File: src/rtl/stfwd_pkg.sv
`timescale 1ns/1ps
package stfwd_pkg;
  localparam int ROW_BYTES = 8;
  localparam int ROW_W     = ROW_BYTES * 8;

  // per-byte source of the merged load result
  typedef enum logic [1:0] {
    SRC_RAM  = 2'd0,
    SRC_NOW  = 2'd1,
    SRC_FWD1 = 2'd2,
    SRC_FWD2 = 2'd3
  } byteSrc_e;

  // strobes from control to datapath
  typedef struct packed {
    logic                          ramWe;
    logic [ROW_BYTES-1:0]          ramByteWe;
    logic                          outLoad;
    byteSrc_e [ROW_BYTES-1:0]      byteSrc;
  } ctrlStrobe_t;
endpackage

File: src/rtl/stfwd_ctrl.sv
`timescale 1ns/1ps
module stfwd_ctrl
  import stfwd_pkg::*;
#(
  parameter int ROW_BITS = 4,
  parameter int TAG_BITS = 8,
  parameter int WAY_BITS = 1
) (
  input  logic                         clk,
  input  logic                         rstN,
  input  logic                         wrEn,
  input  logic                         wrRefill,
  input  logic [ROW_BITS-1:0]          wrRow,
  input  logic [TAG_BITS-1:0]          wrTag,
  input  logic [WAY_BITS-1:0]          wrWay,
  input  logic [ROW_BYTES-1:0]         wrMask,
  input  logic                         rdEn,
  input  logic [ROW_BITS-1:0]          rdRow,
  input  logic [TAG_BITS-1:0]          rdTag,
  input  logic [WAY_BITS-1:0]          rdWay,
  output ctrlStrobe_t                  strobe,
  output logic [WAY_BITS+ROW_BITS-1:0] ramAddr,
  output logic [WAY_BITS-1:0]          readWay,
  output logic                         rdValid
);
  // stage 0 = current write, 1 = first forward, 2 = second forward
  localparam int NSTG = 3;

  logic [NSTG-1:0]      sValid;
  logic [ROW_BITS-1:0]  sRow  [NSTG];
  logic [TAG_BITS-1:0]  sTag  [NSTG];
  logic [ROW_BYTES-1:0] sMask [NSTG];
  logic [WAY_BITS-1:0]  s0Way, s1Way;

  logic                 rqValid;
  logic [ROW_BITS-1:0]  rqRow;
  logic [TAG_BITS-1:0]  rqTag;
  logic [WAY_BITS-1:0]  rqWay;

  logic [NSTG-1:0]      stgMatch;
  byteSrc_e [ROW_BYTES-1:0] srcSel;

  always_ff @(posedge clk or negedge rstN) begin
    if (!rstN) begin
      sValid  <= '0;
      rqValid <= 1'b0;
      rdValid <= 1'b0;
    end else begin
      sValid  <= {sValid[NSTG-2:0], wrEn};
      rqValid <= rdEn;
      rdValid <= rqValid;
    end
  end

  always_ff @(posedge clk) begin
    sRow[0]  <= wrRow;
    sTag[0]  <= wrTag;
    sMask[0] <= wrRefill ? {ROW_BYTES{1'b1}} : wrMask;
    s0Way    <= wrWay;
    s1Way    <= s0Way;
    for (int i = 1; i < NSTG; i++) begin
      sRow[i]  <= sRow[i-1];
      sTag[i]  <= sTag[i-1];
      sMask[i] <= sMask[i-1];
    end
    rqRow <= rdRow;
    rqTag <= rdTag;
    rqWay <= rdWay;
  end

  // row and tag comparison per stage, independent of way
  for (genvar g = 0; g < NSTG; g++) begin : g_match
    assign stgMatch[g] = sValid[g] && (sRow[g] == rqRow) && (sTag[g] == rqTag);
  end

  // per-byte priority: newest matching stage wins
  for (genvar b = 0; b < ROW_BYTES; b++) begin : g_sel
    assign srcSel[b] = (stgMatch[0] && sMask[0][b]) ? SRC_NOW  :
                       (stgMatch[1] && sMask[1][b]) ? SRC_FWD1 :
                       (stgMatch[2] && sMask[2][b]) ? SRC_FWD2 : SRC_RAM;
  end

  always_comb begin
    strobe.ramWe     = sValid[1];
    strobe.ramByteWe = sMask[1];
    strobe.outLoad   = rqValid;
    strobe.byteSrc   = srcSel;
  end

  assign ramAddr = {s1Way, sRow[1]};
  assign readWay = rqWay;
endmodule

File: src/rtl/stfwd_dpath.sv
`timescale 1ns/1ps
module stfwd_dpath
  import stfwd_pkg::*;
#(
  parameter int ROW_BITS = 4,
  parameter int WAY_BITS = 1
) (
  input  logic                         clk,
  input  logic                         rstN,
  input  ctrlStrobe_t                  strobe,
  input  logic [WAY_BITS+ROW_BITS-1:0] ramAddr,
  input  logic [WAY_BITS-1:0]          readWay,
  input  logic [ROW_BITS-1:0]          rdRow,
  input  logic                         wrRefill,
  input  logic [ROW_W-1:0]             stData,
  input  logic [ROW_W-1:0]             rfData,
  output logic [ROW_W-1:0]             rdData
);
  localparam int WAYS  = 1 << WAY_BITS;
  localparam int ROWS  = 1 << ROW_BITS;
  localparam int DEPTH = WAYS * ROWS;

  typedef logic [ROW_BYTES-1:0][7:0] row_t;

  row_t sData [3];
  row_t mem   [DEPTH];
  row_t ramQ  [WAYS];
  row_t wayRow, merged, outQ;

  // refill and store share one write channel
  always_ff @(posedge clk) begin
    sData[0] <= wrRefill ? row_t'(rfData) : row_t'(stData);
    sData[1] <= sData[0];
    sData[2] <= sData[1];
  end

  // pipelined RAM write from the first forwarding stage
  always_ff @(posedge clk) begin
    if (strobe.ramWe) begin
      for (int b = 0; b < ROW_BYTES; b++) begin
        if (strobe.ramByteWe[b]) mem[ramAddr][b] <= sData[1][b];
      end
    end
  end

  // synchronous read of every way, old data on a same-edge write
  for (genvar w = 0; w < WAYS; w++) begin : g_way
    always_ff @(posedge clk) begin
      ramQ[w] <= mem[{WAY_BITS'(w), rdRow}];
    end
  end

  assign wayRow = ramQ[readWay];

  always_comb begin
    for (int b = 0; b < ROW_BYTES; b++) begin
      case (strobe.byteSrc[b])
        SRC_NOW:  merged[b] = sData[0][b];
        SRC_FWD1: merged[b] = sData[1][b];
        SRC_FWD2: merged[b] = sData[2][b];
        default:  merged[b] = wayRow[b];
      endcase
    end
  end

  always_ff @(posedge clk or negedge rstN) begin
    if (!rstN)               outQ <= '0;
    else if (strobe.outLoad) outQ <= merged;
  end

  assign rdData = outQ;
endmodule

File: src/rtl/stfwd_merge.sv
`timescale 1ns/1ps
module stfwd_merge
  import stfwd_pkg::*;
#(
  parameter int ROW_BITS = 4,
  parameter int TAG_BITS = 8,
  parameter int WAY_BITS = 1
) (
  input  logic                 clk,
  input  logic                 rstN,
  input  logic                 wrEn,
  input  logic                 wrRefill,
  input  logic [ROW_BITS-1:0]  wrRow,
  input  logic [TAG_BITS-1:0]  wrTag,
  input  logic [WAY_BITS-1:0]  wrWay,
  input  logic [7:0]           wrMask,
  input  logic [63:0]          stData,
  input  logic [63:0]          rfData,
  input  logic                 rdEn,
  input  logic [ROW_BITS-1:0]  rdRow,
  input  logic [TAG_BITS-1:0]  rdTag,
  input  logic [WAY_BITS-1:0]  rdWay,
  output logic                 rdValid,
  output logic [63:0]          rdData
);
  ctrlStrobe_t                  strobe;
  logic [WAY_BITS+ROW_BITS-1:0] ramAddr;
  logic [WAY_BITS-1:0]          readWay;

  stfwd_ctrl #(.ROW_BITS(ROW_BITS), .TAG_BITS(TAG_BITS), .WAY_BITS(WAY_BITS)) u_ctrl (
    .clk(clk), .rstN(rstN),
    .wrEn(wrEn), .wrRefill(wrRefill), .wrRow(wrRow), .wrTag(wrTag),
    .wrWay(wrWay), .wrMask(wrMask),
    .rdEn(rdEn), .rdRow(rdRow), .rdTag(rdTag), .rdWay(rdWay),
    .strobe(strobe), .ramAddr(ramAddr), .readWay(readWay), .rdValid(rdValid)
  );

  stfwd_dpath #(.ROW_BITS(ROW_BITS), .WAY_BITS(WAY_BITS)) u_dpath (
    .clk(clk), .rstN(rstN), .strobe(strobe), .ramAddr(ramAddr),
    .readWay(readWay), .rdRow(rdRow), .wrRefill(wrRefill),
    .stData(stData), .rfData(rfData), .rdData(rdData)
  );
endmodule

File: config.mk
export PLATFORM = sky130hd
export DESIGN_NAME = stfwd_merge
export DESIGN_NICKNAME = d
export VERILOG_FILES = /design/src/rtl/stfwd_pkg.sv /design/src/rtl/stfwd_ctrl.sv /design/src/rtl/stfwd_dpath.sv /design/src/rtl/stfwd_merge.sv
export SDC_FILE = /design/constraint.sdc
export NUM_CORES = 2
export LEC_CHECK = 0
export ABC_AREA = 1
export CORE_ASPECT_RATIO = 1.25
export CORE_MARGIN = 10
export CORE_UTILIZATION = 49
export DETAILED_ROUTE_END_ITERATION = 8
export PLACE_DENSITY = 0.66
export RECOVER_POWER = 25
export SLEW_MARGIN = 5
export SYNTH_ARGS = -nofsm -noshare
export SYNTH_HDL_FRONTEND = slang
export SYNTH_SLANG_ARGS = --single-unit
File: constraint.sdc
create_clock -name clk -period 1.95 [get_ports clk]
set_clock_uncertainty 0.15 [all_clocks]
set_input_delay 0.39 -clock clk [delete_from_list [all_inputs] [get_ports clk]]
set_output_delay 0.39 -clock clk [all_outputs]
set_load 0.03 [all_outputs]
# --- After elaboration in Yosys (flattened, before gate mapping) ---
# Memories as Yosys holds them, arrays and structs flattened. A register that Yosys moved wholly into a read port is not among the register bits.
# Index checks and enable logic that the tools add are counted.
# W data, S select, Z words.
totals:
  register_bits: 83
  ram_bits: 2428
  inputBits: 167
  output_inout_bits: 65
  word_cells: 139
  memories: 6
mem_list:
  columns: ["name", "depth", "width", "read_ports", "rd_ports_with_merged_regs", "write_ports", "line", "rtl"]
  rows:
  - ["u_dpath.mem", 32, 64, 2, 0, 1, "stfwd_dpath.sv:26", "row_t mem [DEPTH];"]
  - ["u_dpath.sData", 3, 64, 3, 0, 3, "stfwd_dpath.sv:25", "row_t sData [3];"]
  - ["u_dpath.ramQ", 2, 64, 1, 1, 2, "stfwd_dpath.sv:27", "row_t ramQ [WAYS];"]
  - ["u_ctrl.sMask", 3, 8, 3, 0, 3, "stfwd_ctrl.sv:32", "logic [ROW_BYTES-1:0] sMask [NSTG];"]
  - ["u_ctrl.sTag", 3, 8, 3, 0, 3, "stfwd_ctrl.sv:31", "logic [TAG_BITS-1:0] sTag [NSTG];"]
  - ["u_ctrl.sRow", 3, 4, 3, 0, 3, "stfwd_ctrl.sv:30", "logic [ROW_BITS-1:0] sRow [NSTG];"]
op_classes:
  eq_ne: 30
  n_mux: 58
  reduce_logical: 30
ops:
  columns: ["operator", "count"]
  rows:
  - ["$pmux W8 S3", 8]
  - ["$mux W64", 1]
  - ["$mux W2", 24]
  - ["$eq A2 B2 Y1 const B", 16]
  - ["$logic_and A1 B1 Y1", 30]
  - ["$eq A8 B8 Y1", 3]
  - ["$mux W1", 24]
  - ["$eq A2 B1 Y1 const B", 8]
  - ["$eq A4 B4 Y1", 3]
  - ["$mux W8", 1]

# --- Longest topological paths before layout ---
# An unclocked memory read counts as a cell.
logic_depth:
  ltp_word: 10
  mapped_depth: 14
  depth_no_buf: 14

# --- Hierarchy ---
# A second synthesis with hierarchy kept.
unflattened:
  hier_cells: 9283
  hier_area_um2: 99938.3
modules_own_cells:
  columns: ["mod", "instances", "cells_each", "area_each_um2", "seq_area_each_um2"]
  rows:
  - ["stfwd_dpath", 1, 8958, 97198.2, 69506.7]
  - ["stfwd_ctrl", 1, 325, 2740.1, 1626.6]

# --- Least setup slack after synthesis ---
# No wires, ideal clock.
synth_timing:
  kind: "register -> register"
  startpoint: "register u_ctrl.sValid[1]"
  endpoint: "register u_dpath.outQ, in the netlist u_dpath.rdData[4]"
  setup_time_ps: 117
  arrival_time_ps: 1693
  required_ps: 1683
  slack_ps: -10
  stages_incl_launch_ff: 13
  path_buffers: 2
  period_less_slack_ps: 1960
  path_cell_list: "dfrtp_1 buf_4 a21boi_1 nand3_1 nor2_8 nand3_4 nand3_4 buf_12 nand2_2 nor2_1 nand2_1 nand2_1 nand2_1"
synth_via:
  elab_chain_cells: 7
  elab_cells_between_ends: 9
  cone_classes: "eq/ne (3); mux (3); reduce/logical (3)"
synth_lines:
  columns: ["item", "line", "rtl"]
  rows:
  - ["from (decl)", "stfwd_ctrl.sv:29", "logic [NSTG-1:0] sValid;"]
  - ["from (signal assigned)", "stfwd_ctrl.sv:49", "sValid <= {sValid[NSTG-2:0], wrEn};"]
  - ["$logic_and A1 B1 Y1 * (2 in series)", "stfwd_ctrl.sv:73", "assign stgMatch[g] = sValid[g] && (sRow[g] == rqRow) && (sTag[g] == rqTag);"]
  - ["$logic_and A1 B1 Y1 *", "stfwd_ctrl.sv:79", "(stgMatch[1] && sMask[1][b]) ? SRC_FWD1 :"]
  - ["$mux W2 *", "stfwd_ctrl.sv:79", null]
  - ["$mux W2 *", "stfwd_ctrl.sv:78", "assign srcSel[b] = (stgMatch[0] && sMask[0][b]) ? SRC_NOW :"]
  - ["$eq A2 B2 Y1 / $eq A2 B1 Y1 (equally long branches)", "stfwd_dpath.sv:57", "case (strobe.byteSrc[b])"]
  - ["$pmux W8 S3 *", "stfwd_dpath.sv:57", null]
  - ["to (signal assigned)", "stfwd_dpath.sv:68", "else if (strobe.outLoad) outQ <= merged;"]
  - ["to (decl)", "stfwd_dpath.sv:28", "row_t wayRow, merged, outQ;"]
# Mark *: on every way between the ends. The rest lies on a longest branch, timed or not.
# A chain may end at the register's enable or synchronous reset.

# --- Worst setup path in the final report ---
layout_timing:
  startpoint: "register u_ctrl.rqTag[5]"
  endpoint: "register u_dpath.outQ, in the netlist u_dpath.rdData[2]"
layout_via:
  elab_chain_cells: 8
  elab_cells_between_ends: 16
  cone_classes: "eq/ne (6); mux (4); reduce/logical (6)"
layout_lines:
  columns: ["item", "line", "rtl"]
  rows:
  - ["from (decl)", "stfwd_ctrl.sv:37", "logic [TAG_BITS-1:0] rqTag;"]
  - ["from (signal assigned)", "stfwd_ctrl.sv:67", "rqTag <= rdTag;"]
  - ["$eq A8 B8 Y1", "stfwd_ctrl.sv:73", null]
  - ["$logic_and A1 B1 Y1", "stfwd_ctrl.sv:73", null]
  - ["$logic_and A1 B1 Y1", "stfwd_ctrl.sv:80", "(stgMatch[2] && sMask[2][b]) ? SRC_FWD2 : SRC_RAM;"]
  - ["$mux W2", "stfwd_ctrl.sv:80", null]
  - ["$mux W2", "stfwd_ctrl.sv:79", null]
  - ["$mux W2 *", "stfwd_ctrl.sv:78", null]
  - ["$eq A2 B2 Y1 / $eq A2 B1 Y1 (equally long branches)", "stfwd_dpath.sv:57", null]
  - ["$pmux W8 S3 *", "stfwd_dpath.sv:57", null]
# Marks and branches as above.

==> results.cfg <==
[status]
outcome = finished, violations left
failed_checks = setup timing

[detailed_routing]
vias = 66744
drt-initial-drc-count = 7939
routedWlPerCell_um = 25.5
drc = 0
postRouteAntennaNets = 0
dr.pass1.iters = 8
via_per_inst = 5.89
finalWirelength_mm = 289

[synth]
synth_cell_types = 34
ys_async_sr_fraction_pct = 2.75
synth_edf_count = 2048
avgSynthCellArea_um2 = 12.6
synthCells = 7521
yosysWarningCount = 0
syn_nets = 7688
synth_area_um2 = 95000
synth_ff_type = edfxtp_1
synth_seq_area_share_pct = 74.9
ys_seq_elements = 2512

[die]
die-width_um = 414
start_util_pct = 49.3
rows = 180
core_um2 = 193000
die_h_um = 512
fp.dieArea_um2 = 212000
io_pins = 232

[clock_tree]
cts_tree = yes
cts-root-buf = clkbuf_16
path_clk_slew_ns = 0.07
h-tree-depth = 4
clk_latency_ns = 0.86
cts.sinks = 2512
cts_buffer_depth = 3
numCtsBuffers = 217

[global_route]
overflow = 0
antenna_found_initial = 7
grt_pass1_wl_mm = 421
grt_usage_pct = 26.3
grt_max_degree = 73
grt_pass1_vias = 65405

[cells_and_area]
final_design_area_no_fill_um2 = 121000
final_common_cell = edfxtp_1
drive_above_1_share_pct = 22.6
finalNetCount = 8745
final_cell_mix = 2048 x edfxtp_1, 1291 x nor2_1, 1131 x o21ai_0, 610 x nand2_1, 502 x buf_4
final_core_util_pct = 62.6
fillers = 13988
area.growth.synth_to_final_pct = 26.9

[timing]
rsz0062_at_grt = true
setup_slack_ns = -0.224
tightest_slew_ns = 1.22
fin_crit_ns = 2.17
hold_slack_ns = 0.0612
final-setup-viol-count = 783
slew_viol_final = 0
slew_headroom_pct = 18.6
fin_crit_sh_pct = 111
hold_viol_final = 0
timing.fmax_mhz = 460

[pwr]
p_per_area_nw_per_um2 = 955
p_leak_nw = 43.2
max-vdd-ir-drop_mv = 0.994

[placement]
dp_hpwl_mm = 188
preCtsSetupSlack_ns = -0.387
dpl_cell_area_um2 = 107000
port_buffers = 231
gp_congestion = 0.905

[setup_path]
cpMaxStageDelayCell = dfxtp_2
path_cells = inv_2, buf_6, nand2_2, nand2_2, nor2_1, nand2_1, nor2_4, buf_12, nand3_4, nand3_4, nand2_2, nor2_1, nand2_1, nand2_1, nand2_1
reg2reg_slack_ns = -0.22
critPathCaptureType = register
timing.rr.end = u_dpath.rdData[2]
critPathRequiredTime_ns = 2.54
ff2ff_path_depth = 15
critPathBufInv = 3
crit_type = register to register
crit_arrival_ns = 2.77
cp.depth = 15
cp-start-kind = register
cp_max_fo = 6
reg2reg_from = u_ctrl.rqTag[5]
crit_path_frequent_cell = nand2_1
max_stage_delay_ns = 0.37
critical-path-top-delay-family = simple AND/OR/NAND/NOR gates

[hold_path]
hp-class = input port to register
hold_depth = 3
worstHoldStart = rfData[51]
hold_end = u_dpath.sData[0][51]

[run]
max_cap_viol_count = 0
-- worst max path at each step --
| stage | from | to |
|---|---|---|
| 2_1_floorplan | u_ctrl.sRow[0][6] | u_dpath.mem[28][0] |
| 5_1_grt | u_ctrl.rqTag[5] | u_dpath.rdData[2] |
| 3_5_place_dp | rdRow[0] | u_dpath.ramQ[0][35] |
| 3_3_place_gp | rdRow[0] | u_dpath.ramQ[0][35] |
| 4_1_cts | u_dpath.rdData[50] | rdData[50] |
| 6_report | u_ctrl.rqTag[5] | u_dpath.rdData[2] |
-- sequential cells by signal (all words and copies together), names as in the netlist, named ones only --
| name | flops |
|---|---|
| u_dpath.sData | 192 |
| u_ctrl.rqRow | 4 |
| u_ctrl.rdValid | 1 |
| u_dpath.mem | 2048 |
| u_ctrl.sRow | 12 |
| u_dpath.ramQ | 128 |
| u_ctrl.s1Way | 1 |
| u_ctrl.sTag | 24 |
| u_ctrl.rqTag | 8 |
| u_ctrl.sValid | 3 |
| u_ctrl.s0Way | 1 |
| u_dpath.rdData | 64 |
| u_ctrl.sMask | 24 |
| u_ctrl.rqValid | 1 |
-- kinds of logic after synthesis --
family / after synthesis / share of synthesized area (%)
buffers and inverters: 605 / 2.52
multiplexers: 87 / 1.00
flip-flops: 2512 / 74.9
AO/OA/AOI/OAI: 1804 / 11.1
AND/OR/NAND/NOR: 2513 / 10.6
-- through the flow --
stage / std cells / TNS (ns) / power [mW]
floorplan: 7521 / 0 / 65.0
global placement: 10706 / -115.48 / 69.9
detailed placement: 10706 / -146.77 / 70.1
CTS: 11293 / -7.49 / 115
global route: 11323 / -84.69 / 118
finish: 11323 / -28.10 / 115
-- area by class of cell --
| cell class | instances | area, um^2 | area share [%] |
|---|---|---|---|
| Sequential cell | 2512 | 71200 | 59.1 |
| Multi-Input combinational cell | 4410 | 23900 | 19.8 |
| Timing Repair Buffer | 1324 | 14200 | 11.8 |
| Clock buffer | 292 | 6070 | 5.03 |
| Tap cell | 2548 | 3190 | 2.64 |
| Clock inverter | 122 | 1440 | 1.20 |
| Inverter | 113 | 520 | 0.432 |
| Antenna cell | 2 | 5.00 | 0.00415 |
-- tightest hold or removal path, cell delays in order --
cell and delay (ns):
clkdlybuf4s50_1 0.41, nand2_1 0.07, nand2_1 0.11
-- synth_stat cells, types with 9 or more instances --
cell | number | area (um^2)
inv_1 | 93 | 349
buf_1 | 43 | 161
nor2_1 | 1555 | 5840
o22ai_1 | 325 | 2030
o21ai_0 | 1160 | 5810
dfrtp_1 | 69 | 1730
mux2_2 | 64 | 721
or2_2 | 12 | 75.1
o221ai_1 | 214 | 1870
buf_2 | 76 | 380
inv_2 | 17 | 63.8
dfxtp_1 | 395 | 7910
nand3_2 | 15 | 150
o211ai_1 | 86 | 646
nand3_1 | 194 | 971
o32ai_1 | 9 | 78.8
nand4_1 | 15 | 93.8
edfxtp_1 | 2048 | 61500
mux2i_1 | 23 | 230
nand2_1 | 690 | 2590
clkbuf_1 | 370 | 1390
-- power by group --
| group | switching [mW] | total (mW) | leakage, nW | internal (mW) |
|---|---|---|---|---|
| sequential | 0.854 | 60.1 | 23.4 | 59.3 |
| combinational | 6.33 | 9.88 | 16.2 | 3.55 |
| clock | 19.5 | 45.1 | 3.66 | 25.6 |
-- timing repair --
item | 4_1_cts | 5_1_grt
setup buffers | 19 | 25
hold endpoints to repair | 211 | 0
cloned | 5 | 5
resized for setup | 772 | 689
hold buffers | 149 | 0
setup endpoints to repair | 1696 | 2133
pin swaps | 86 | 122
-- routing by layer --
layer / GRT usage, % / up-vias / share of wire, % / wire length (um)
met2: 41.9 / 3439 / 48 / 137000
met4: 10.2 / 0 / 4.6 / 13200
met1: 35.7 / 33162 / 39 / 113000
met5: 0 / - / 0 / 0
li1: - / 29566 / - / -
met3: 4.88 / 577 / 8.9 / 25800
Note: power is estimated with default switching activity, not from simulation.
